### src/rtl/srs_pkg.sv
package srs_pkg;

  typedef enum logic [1:0] {
    M_IDLE  = 2'd0,
    M_WAIT  = 2'd1,
    M_PULSE = 2'd2
  } mac_st_e;

  typedef enum logic [1:0] {
    C_IDLE  = 2'd0,
    C_HOLD  = 2'd1,
    C_PULSE = 2'd2,
    C_CLEAR = 2'd3
  } ctl_st_e;

  localparam int REG_MAC_RST = 0;
  localparam int REG_CTL_RST = 1;
  localparam int REG_MAC_CFG = 2;

endpackage

### src/rtl/srs_mac_seq.sv
module srs_mac_seq
  import srs_pkg::*;
#(
  parameter int PULSE_CYC = 4,
  localparam int CW = $clog2(PULSE_CYC + 1)
) (
  input  logic clk,
  input  logic rst_n,
  input  logic req_i,
  input  logic rx_idle_i,
  input  logic tx_idle_i,
  output logic rst_pulse_o,
  output logic pending_o
);

  localparam logic [CW-1:0] LAST = CW'(PULSE_CYC - 1);

  mac_st_e        st_q, st_d;
  logic [CW-1:0]  cnt_q, cnt_d;
  logic           cnt_en;

  always_comb begin
    st_d   = st_q;
    cnt_d  = cnt_q;
    cnt_en = 1'b0;
    unique case (st_q)
      M_IDLE: if (req_i) st_d = M_WAIT;
      M_WAIT: if (rx_idle_i && tx_idle_i) begin
        st_d   = M_PULSE;
        cnt_d  = '0;
        cnt_en = 1'b1;
      end
      M_PULSE: begin
        if (cnt_q == LAST) begin
          st_d = M_IDLE;
        end else begin
          cnt_d  = cnt_q + 1'b1;
          cnt_en = 1'b1;
        end
      end
      default: st_d = M_IDLE;
    endcase
  end

  always_ff @(posedge clk or negedge rst_n) begin
    if (!rst_n) begin
      st_q  <= M_IDLE;
      cnt_q <= '0;
    end else begin
      st_q <= st_d;
      if (cnt_en) cnt_q <= cnt_d;
    end
  end

  assign rst_pulse_o = (st_q == M_PULSE);
  assign pending_o   = (st_q != M_IDLE);

  // the pulse only starts after both engines were seen idle
  assert_idle_before_pulse_R2: assert property (@(posedge clk) disable iff (!rst_n)
    $rose(rst_pulse_o) |-> $past(rx_idle_i && tx_idle_i));

  // a started pulse lasts more than one cycle
  assert_pulse_held_R4: assert property (@(posedge clk) disable iff (!rst_n)
    $rose(rst_pulse_o) |=> rst_pulse_o);

  // pending drops only as the pulse ends
  assert_pend_until_pulse_R3: assert property (@(posedge clk) disable iff (!rst_n)
    $fell(pending_o) |-> $past(rst_pulse_o));

endmodule

### src/rtl/srs_ctl_seq.sv
module srs_ctl_seq
  import srs_pkg::*;
#(
  parameter int PULSE_CYC = 4,
  parameter int CLR_WORDS = 2048,
  localparam int CW     = $clog2(PULSE_CYC + 1),
  localparam int CLR_AW = $clog2(CLR_WORDS)
) (
  input  logic              clk,
  input  logic              rst_n,
  input  logic              req_i,
  input  logic              mac_pend_i,
  output logic              rst_pulse_o,
  output logic              pending_o,
  output logic              seq_err_o,
  output logic              clr_we_o,
  output logic [CLR_AW-1:0] clr_addr_o
);

  localparam logic [CW-1:0]     LAST     = CW'(PULSE_CYC - 1);
  localparam logic [CLR_AW-1:0] LAST_ADR = CLR_AW'(CLR_WORDS - 1);

  ctl_st_e           st_q, st_d;
  logic [CW-1:0]     cnt_q, cnt_d;
  logic              cnt_en;
  logic [CLR_AW-1:0] adr_q, adr_d;
  logic              adr_en;
  logic              err_q, err_d;

  always_comb begin
    st_d   = st_q;
    cnt_d  = cnt_q;
    cnt_en = 1'b0;
    adr_d  = adr_q;
    adr_en = 1'b0;
    err_d  = err_q;
    unique case (st_q)
      C_IDLE: if (req_i) begin
        cnt_d  = '0;
        cnt_en = 1'b1;
        if (mac_pend_i) begin
          st_d  = C_HOLD;
          err_d = 1'b1;
        end else begin
          st_d = C_PULSE;
        end
      end
      C_HOLD: if (!mac_pend_i) begin
        st_d   = C_PULSE;
        cnt_d  = '0;
        cnt_en = 1'b1;
      end
      C_PULSE: begin
        err_d = 1'b0;
        if (cnt_q == LAST) begin
          st_d   = C_CLEAR;
          adr_d  = '0;
          adr_en = 1'b1;
        end else begin
          cnt_d  = cnt_q + 1'b1;
          cnt_en = 1'b1;
        end
      end
      C_CLEAR: begin
        if (adr_q == LAST_ADR) begin
          st_d = C_IDLE;
        end else begin
          adr_d  = adr_q + 1'b1;
          adr_en = 1'b1;
        end
      end
      default: st_d = C_IDLE;
    endcase
  end

  always_ff @(posedge clk or negedge rst_n) begin
    if (!rst_n) begin
      st_q  <= C_IDLE;
      cnt_q <= '0;
      adr_q <= '0;
      err_q <= 1'b0;
    end else begin
      st_q  <= st_d;
      err_q <= err_d;
      if (cnt_en) cnt_q <= cnt_d;
      if (adr_en) adr_q <= adr_d;
    end
  end

  assign rst_pulse_o = (st_q == C_PULSE);
  assign pending_o   = (st_q != C_IDLE);
  assign seq_err_o   = err_q;
  assign clr_we_o    = (st_q == C_CLEAR);
  assign clr_addr_o  = adr_q;

  // the control pulse never starts while the MAC reset is outstanding
  assert_order_mac_first_R6: assert property (@(posedge clk) disable iff (!rst_n)
    $rose(rst_pulse_o) |-> !$past(mac_pend_i));

  // the error flag rises only on an early request
  assert_err_cause_R7: assert property (@(posedge clk) disable iff (!rst_n)
    $rose(seq_err_o) |-> $past(mac_pend_i && req_i));

  // clear addresses advance by one on consecutive cycles
  assert_clear_step_R8: assert property (@(posedge clk) disable iff (!rst_n)
    (clr_we_o && clr_addr_o != '0) |-> ($past(clr_we_o) && $past(clr_addr_o) == clr_addr_o - CLR_AW'(1)));

  // the sweep starts right after the pulse
  assert_clear_after_pulse_R8: assert property (@(posedge clk) disable iff (!rst_n)
    $fell(rst_pulse_o) |-> (clr_we_o && clr_addr_o == '0));

endmodule

### src/rtl/soft_rst_seq.sv
module soft_rst_seq
  import srs_pkg::*;
#(
  parameter int              ADDR_W      = 2,
  parameter int              DATA_W      = 32,
  parameter int              PULSE_CYC   = 4,
  parameter int              CLR_WORDS   = 2048,
  parameter logic [31:0]     CFG_DEFAULT = 32'h0000_0100,
  localparam int             CLR_AW      = $clog2(CLR_WORDS)
) (
  input  logic              clk,
  input  logic              rst_n,
  input  logic              reg_wr_i,
  input  logic [ADDR_W-1:0] reg_addr_i,
  input  logic [DATA_W-1:0] reg_wdata_i,
  output logic [DATA_W-1:0] reg_rdata_o,
  input  logic              rx_dma_idle_i,
  input  logic              tx_dma_idle_i,
  output logic              mac_rst_o,
  output logic              ctl_rst_o,
  output logic              clr_we_o,
  output logic [CLR_AW-1:0] clr_addr_o
);

  localparam logic [DATA_W-1:0] CFG_DEF = DATA_W'(CFG_DEFAULT);

  logic              sel_mac, sel_ctl, sel_cfg;
  logic              mac_req, ctl_req, cfg_we;
  logic              mac_pend, ctl_pend, seq_err;
  logic [DATA_W-1:0] cfg_q, cfg_d;
  logic              cfg_en;

  assign sel_mac = (reg_addr_i == ADDR_W'(REG_MAC_RST));
  assign sel_ctl = (reg_addr_i == ADDR_W'(REG_CTL_RST));
  assign sel_cfg = (reg_addr_i == ADDR_W'(REG_MAC_CFG));

  assign mac_req = reg_wr_i && sel_mac && reg_wdata_i[0];
  assign ctl_req = reg_wr_i && sel_ctl && reg_wdata_i[0];
  assign cfg_we  = reg_wr_i && sel_cfg;

  srs_mac_seq #(.PULSE_CYC(PULSE_CYC)) u_mac (
    .clk         (clk),
    .rst_n       (rst_n),
    .req_i       (mac_req),
    .rx_idle_i   (rx_dma_idle_i),
    .tx_idle_i   (tx_dma_idle_i),
    .rst_pulse_o (mac_rst_o),
    .pending_o   (mac_pend)
  );

  srs_ctl_seq #(.PULSE_CYC(PULSE_CYC), .CLR_WORDS(CLR_WORDS)) u_ctl (
    .clk         (clk),
    .rst_n       (rst_n),
    .req_i       (ctl_req),
    .mac_pend_i  (mac_pend),
    .rst_pulse_o (ctl_rst_o),
    .pending_o   (ctl_pend),
    .seq_err_o   (seq_err),
    .clr_we_o    (clr_we_o),
    .clr_addr_o  (clr_addr_o)
  );

  always_comb begin
    cfg_d  = cfg_q;
    cfg_en = 1'b0;
    if (mac_rst_o || ctl_rst_o) begin
      cfg_d  = CFG_DEF;
      cfg_en = 1'b1;
    end else if (cfg_we) begin
      cfg_d  = reg_wdata_i;
      cfg_en = 1'b1;
    end
  end

  always_ff @(posedge clk or negedge rst_n) begin
    if (!rst_n) cfg_q <= CFG_DEF;
    else if (cfg_en) cfg_q <= cfg_d;
  end

  always_comb begin
    reg_rdata_o = '0;
    if (sel_mac)      reg_rdata_o[0]   = mac_pend;
    else if (sel_ctl) reg_rdata_o[1:0] = {seq_err, ctl_pend};
    else if (sel_cfg) reg_rdata_o      = cfg_q;
  end

  // any reset pulse leaves the configuration at its default
  assert_cfg_default_R5: assert property (@(posedge clk) disable iff (!rst_n)
    (mac_rst_o || ctl_rst_o) |=> (cfg_q == CFG_DEF));

endmodule

### config.mk
export PLATFORM = sky130hd
export DESIGN_NAME = soft_rst_seq
export DESIGN_NICKNAME = d
export VERILOG_FILES = /design/src/rtl/srs_pkg.sv /design/src/rtl/srs_mac_seq.sv /design/src/rtl/srs_ctl_seq.sv /design/src/rtl/soft_rst_seq.sv
export SDC_FILE = /design/constraint.sdc
export NUM_CORES = 1
export LEC_CHECK = 0
export BUFFER_PORTS_ARGS = -buffer_cell sky130_fd_sc_hd__buf_2
export CAP_MARGIN = 20
export CORE_MARGIN = 1
export CORE_UTILIZATION = 55
export DETAILED_ROUTE_END_ITERATION = 7
export GPL_ROUTABILITY_DRIVEN = 0
export PLACE_DENSITY = 0.86
export SLEW_MARGIN = 5
export SYNTH_ARGS = -nofsm -noshare
export SYNTH_HDL_FRONTEND = slang
export SYNTH_SLANG_ARGS = --single-unit
export TNS_END_PERCENT = 20
### constraint.sdc
create_clock -name clk -period 3.2 [get_ports clk]
set_input_delay 0.32 -clock clk [delete_from_list [all_inputs] [get_ports clk]]
set_output_delay 0.32 -clock clk [all_outputs]
set_load 0.01 [all_outputs]
==> impl_metrics.ini, run 1 <==
[floorplan]
io-pin-count = 85
dieHeight_um = 73.3
initial_core_util_pct = 58.1
width_of_the_chip_um = 73.3
core-area_sq_um = 4820
die_area_sq_um = 5380
std_cell_rows = 25

[global_routing]
grt_antenna_before_repair = 0
grt_remaining_overflow = 0
grt_first_pass_wirelength_um = 9980
via_count_of_the_first_global_routing_pass = 2200
grt_start_max_net_pins = 33
total_routing_resource_utilization_after_global_routing_pct = 24.4

[clock_tree]
clkSlewWorstSetupHoldPaths_ps = 100
number_of_clock_buffers_inserted_by_tritoncts = 5
cts.htree.levels = 2
post_cts.repair.setup_buffers = 0
tritoncts_clock_tree = done
root_buffer = clkbuf_8
cts-root-to-sink-buffers = 2
postCtsResizedCells = 0
cts.sink_count = 54
ctsHoldBuffers = 0
clock_latency_ps = 310

[drt]
first_iter_violations = 161
met1Wirelength_um = 2490
drc = 0
drt.antenna.violating_nets = 0
wl_met2_um = 3290
drt-wirelength-per-cell_um = 15.5
via_per_inst = 5.62
length_of_routed_met3_wiring_um = 327
detailed_router_iteration_count_before_antenna_repair = 4
highest-signal-layer = met4
routed_vias = 2253
routed_wl_um = 6230

[timing]
timing.final.ws_setup_ps = 938
worstMarginPinSlew_ps = 597
skew_ps = 12.5
report.final.slew_viol_count = 0
finalSetupViolations = 0
max_freq_ghz = 0.442
final_hold_viol_count = 1
final.period_utilization_pct = 70.7
hold_ws_ps = -1.25
time_the_final_worst_path_needs_with_i_o_delays_and_setup_ps = 2260
accumulated_negative_setup_slack_ps = 0
rsz0062_at_grt = no
max-slew-margin-rel_pct = 60.2

[power_and_ir_drop]
p_per_area_nw_per_um2 = 544
finalPower_mw = 1.84
static-leakage-power_nw = 1.77
peakVddDrop_mv = 0.210

[final_layout]
final_util_pct = 70.2
finalInstanceArea_sq_um = 3380
final-instance-count-excl-fill = 401
finish.net_count = 386
synthToLayoutAreaGrowth_pct = 20.8
num_antenna_cells = 0
post_route_cells_drive_above_1_share_pct = 33.2
num-fill-cells = 386

[critical_path]
setup_crit_end_kind = flip-flop
setup.worst_path.start_class = flip-flop
cp_num_buf_inv = 1
worstPathCellList = inv_1 -> ha_1 -> nor3_1 -> a2111oi_0 -> nand2_1 -> mux2_2
crit_family = adder cells
timing.critical_path.slowest_stage_cell = ha_1
critical_path.max_stage_delay_ps = 530
worst-r2r-setup-slack_ps = 940
worst-path-max-fanout = 14
arrival_ps = 2460
worst_endpoint_required_time_ps = 3400
path_class = flip-flop to flip-flop

[yosys]
yosys-top-cells-area = dfrtp_1, a22o_1, and2_1
yosys_register_bits = 54
synthTopCellsByCount = dfrtp_1, a22o_1, and2_1, inv_1, ha_1
syn-instance-count = 249
number_of_enable_type_register_cells_in_the_synthesized_netlist = 0
async_reset_ff_share_pct = 100
synth_ff_type = dfrtp_1
post-synth-top-count-cell = dfrtp_1
synth.cell_area_sq_um = 2800
synth_warnings = 0
sequential_element_share_of_the_synthesized_area_pct = 48.3
average_cell_area_after_synthesis_sq_um = 11.2
netlist-cell-type-count = 47
synth_area_leader_cell = dfrtp_1
synth_nets = 302
synth.top_cell.area_share_pct = 47.4

[run_status]
violations = negative hold slack
status = finished, violations left

[place]
total_placed_cells_including_tap_cells = 393
io_buffers = 84
dpl-instance-area_sq_um = 3280
post-dp-hpwl_um = 4580
dp_worst_setup_slack_ps = 964

[min_path]
hold_path.class = primary input to async pin

[job]
max_cap_viols = 0
-- cells by family (layout without fill, tap and decap cells) --
| kind of cell | count (synthesis) | count (layout) | synth area share [%] |
|---|---|---|---|
| DFF | 54 | 54 | 48.3 |
| xor gates and xnor gates | 1 | 1 | 0.313 |
| AOI/OAI and AO/OA | 65 | 65 | 19.3 |
| muxes | 12 | 12 | 4.60 |
| adders and majority gates | 14 | 14 | 6.26 |
| buffers and inverters | 27 | 112 | 4.38 |
| and+or+nand+nor | 76 | 76 | 16.9 |
-- where the power goes --
group,internal [mW],switching [mW]
Clock,0.179,0.234
Sequential,0.835,0.0813
Combinational,0.255,0.257
Total,1.27,0.573
-- cell type report --
cell class | instances | area [sq um] | area share [%]
Clock buffer | 6 | 82.6 | 2.44
Clock inverter | 2 | 16.3 | 0.481
Inverter | 16 | 60.1 | 1.78
Multi-Input combinational cell | 168 | 1340 | 39.5
Sequential cell | 54 | 1350 | 40.0
Tap cell | 67 | 83.8 | 2.48
Timing Repair Buffer | 88 | 450 | 13.3
-- state kept, by name (all words and copies together), names as in the netlist --
name              count
cfg_q                32
u_ctl.clr_addr_o     11
u_ctl.cnt_q           3
u_mac.cnt_q           3
u_ctl.st_q            2
u_mac.st_q            2
u_ctl.seq_err_o       1
-- cells in the final DEF (no fill, tap or decap), types with 2 or more instances in the layout --
cell type  instances
nor2b_1            5
nor2_1             8
nand2b_1           2
buf_2             84
buf_4              4
nand3_1            8
mux2i_1            8
clkbuf_8           6
a22o_1            34
ha_1              14
dfrtp_1           53
inv_1             16
nand2_1            8
o21ai_0            3
mux2_2             3
o211ai_1           4
o31ai_1            5
a21oi_1            8
or4_1              2
and2_1            30
-- metal layers --
layer / GRT usage, % / vias to the layer above
met2: 43.4 / 72
li1: - / 1075
met1: 28.8 / 1092
met4: 10.0 / 0
met3: 4.80 / 14
met5: 0 / -
-- path summary, 6_finish.rpt --
check                               startpoint             end  depth (start not counted)
worst max-delay path             u_ctl.st_q[0]  u_ctl.cnt_q[0]                          6
worst min-delay path                     rst_n       cfg_q[25]                          1
worst max register to register   u_ctl.st_q[0]  u_ctl.cnt_q[0]                          6
worst min register to register        cfg_q[4]        cfg_q[4]                          1
max in group asynchronous                rst_n  u_mac.cnt_q[1]                          2
min in group clk                reg_wdata_i[8]        cfg_q[8]                          3
-- worst reg2reg max path, cell delays in order (launching register included) --
cell	delay, ps
dfrtp_1	450
inv_1	130
ha_1	530
nor3_1	130
a2111oi_0	420
nand2_1	190
mux2_2	300
Note: power is estimated with default switching activity, not from simulation.
==> inputs of run 2 (changes only) <==
CORE_UTILIZATION = 51   (was 55)
PLACE_DENSITY = 0.8   (was 0.86)
clock period = 2.1 ns   (was 3.2 ns; I/O delays follow)
==> run 2 against run 1 <==
The flow now finishes without violations. Non-clock buffer count rose by 6. Wire length fell by 2.0%. Power rose by 56%. First-iteration DRC count fell by 16%. Global-route usage fell by 2.7 points. Clock power rose by 53%. Register-to-register slack got worse by 740 ps. Via count fell by 0.40%. Count of clock-buffer cells in the layout did not move. Setup slack got worse by 740 ps. Sequential share of layout area fell by 1.0 points. Largest cell class unchanged. Largest power group unchanged.
==> impl_metrics.ini, run 2 (same netlist as run 1, synthesis figures left out) <==
[timing]
max_freq_ghz = 0.527
final.period_utilization_pct = 90.4
accumulated_negative_setup_slack_ps = 0
time_the_final_worst_path_needs_with_i_o_delays_and_setup_ps = 1900
skew_ps = 6.44
finalSetupViolations = 0
max-slew-margin-rel_pct = 58.8
timing.final.ws_setup_ps = 202
worstMarginPinSlew_ps = 618
rsz0062_at_grt = no
final_hold_viol_count = 0
report.final.slew_viol_count = 0

[final_layout]
largest_register_ff_count = 32
num_antenna_cells = 0
most_common_library_cell_in_the_layout_ignoring_fill_and_taps = buf_2
synthToLayoutAreaGrowth_pct = 24.0
post_route_cells_drive_above_1_share_pct = 34.1
num-fill-cells = 421
finish.net_count = 392
multiInputGateArea_sq_um = 1340
mostFrequentLayoutCells = buf_2, dfrtp_1, a22o_1
top_register = cfg_q
sequential_cell_area_sq_um = 1350

[critical_path]
timing.critical_path.slowest_stage_cell = or4_1
worst-path-max-fanout = 6
setup.worst_path.start_class = flip-flop
crit_family = simple AND/OR/NAND/NOR gates
arrival_ps = 2140
path_class = flip-flop to flip-flop
cp_num_buf_inv = 1
worst_endpoint_required_time_ps = 2350
critical_path.max_stage_delay_ps = 500
setup_crit_end_kind = flip-flop
worstPathCellList = inv_1 -> ha_1 -> or2b_2 -> nand4_4 -> or4_1 -> a21oi_1

[power_and_ir_drop]
swShare_pct = 30.9
internal-power_mw = 1.99
p_per_area_nw_per_um2 = 827
combinational_fraction_of_design_power_pct = 29.9
seq_power_share_pct = 48.1
power.net_switching_uw = 886
static-leakage-power_nw = 1.82
pwr-share-clk_pct = 22.0
peakVddDrop_mv = 0.439

[drt]
detailed_router_iteration_count_before_antenna_repair = 4
via_per_inst = 5.47
drc = 0
routed_vias = 2244
routed_wl_um = 6110
first_iter_violations = 136
drt.antenna.violating_nets = 0
drt-wirelength-per-cell_um = 14.9

[global_routing]
via_count_of_the_first_global_routing_pass = 2125
grt_antenna_before_repair = 0
grt_start_max_net_pins = 33
grt_first_pass_wirelength_um = 10100
total_routing_resource_utilization_after_global_routing_pct = 21.6
grt_remaining_overflow = 0

[clock_tree]
cts-root-to-sink-buffers = 2
cts.htree.levels = 2
tritoncts_clock_tree = done
ctsHoldBuffers = 1
root_buffer = clkbuf_8
clock_latency_ps = 310
clkSlewWorstSetupHoldPaths_ps = 100
cts.sink_count = 54
post_cts.repair.setup_buffers = 0
number_of_clock_buffers_inserted_by_tritoncts = 5
postCtsResizedCells = 0

[run_status]
status = complete, no violations

[floorplan]
width_of_the_chip_um = 76.1
dieHeight_um = 76.1
core-area_sq_um = 5200
std_cell_rows = 26
io-pin-count = 85
die_area_sq_um = 5790
initial_core_util_pct = 53.8

[min_path]
hold_path.class = primary input to flip-flop

[job]
max_cap_viols = 0

[place]
dp_worst_setup_slack_ps = 215
io_buffers = 84
post-dp-hpwl_um = 4430
run 2: cell types whose count changed in the layout (fill, tap and decap cells not counted), sizes merged:
cell,previous run,this run
buf,88,93
dlygate4sd3,0,1
run 2: worst paths after layout:
kind	start	to	slack, ps	depth (start not counted)
max in group asynchronous	rst_n	u_ctl.st_q[0]	1090	3
worst max-delay path	u_ctl.st_q[0]	u_ctl.clr_addr_o[9]	200	6
worst min register to register	cfg_q[24]	cfg_q[24]	510	1
min in group asynchronous	rst_n	cfg_q[23]	430	2
worst min-delay path	reg_wdata_i[8]	cfg_q[8]	90	3
worst max register to register	u_ctl.st_q[0]	u_ctl.clr_addr_o[9]	200	6
run 2: worst reg2reg max path, cell delays in order (launching register included):
cell,delay (ps)
dfrtp_1,440
inv_1,110
ha_1,270
or2b_2,250
nand4_4,140
or4_1,500
a21oi_1,140
run 2: metrics by stage:
step / hold slack [ps] / total power [mW] / std cells / utilization [%] / area (sq um)
final: 89.8 / 2.87 / 410 / 66.7 / 3470
after global routing: 104 / 3.04 / 410 / 66.7 / 3470
after CTS: 84.5 / 2.89 / 410 / 66.7 / 3470
after detailed placement: 251 / 2.26 / 401 / 64.6 / 3360
after global placement: 254 / 2.22 / 401 / 64.6 / 3360
after floorplan: -85.6 / 1.93 / 249 / - / 2800
run 2: power by group through the flow:
stage | logic [mW] | registers [mW] | clock network [mW]
final | 0.859 | 1.38 | 0.631
after global routing | 0.947 | 1.42 | 0.673
after CTS | 0.867 | 1.38 | 0.641
after floorplan | 0.560 | 1.37 | 0
after global placement | 0.828 | 1.39 | 0
after detailed placement | 0.858 | 1.40 | 0
run 2: area by class of cell:
type,instances,share of cell area (%)
clock inverter,2,0.469
multi-input combinational,168,38.5
tap,70,2.52
inverter,16,1.73
clock buffer,6,2.38
sequential,54,39.0
timing repair buffer,94,15.4
run 2: per-layer routing:
layer | vias up | global-route usage (%) | routed length (um)
met1 | 1089 | 28.2 | 2690
met4 | 0 | 5.00 | 55
li1 | 1087 | - | -
met2 | 63 | 37.5 | 3100
met5 | - | 0 | 0
met3 | 5 | 3.95 | 264
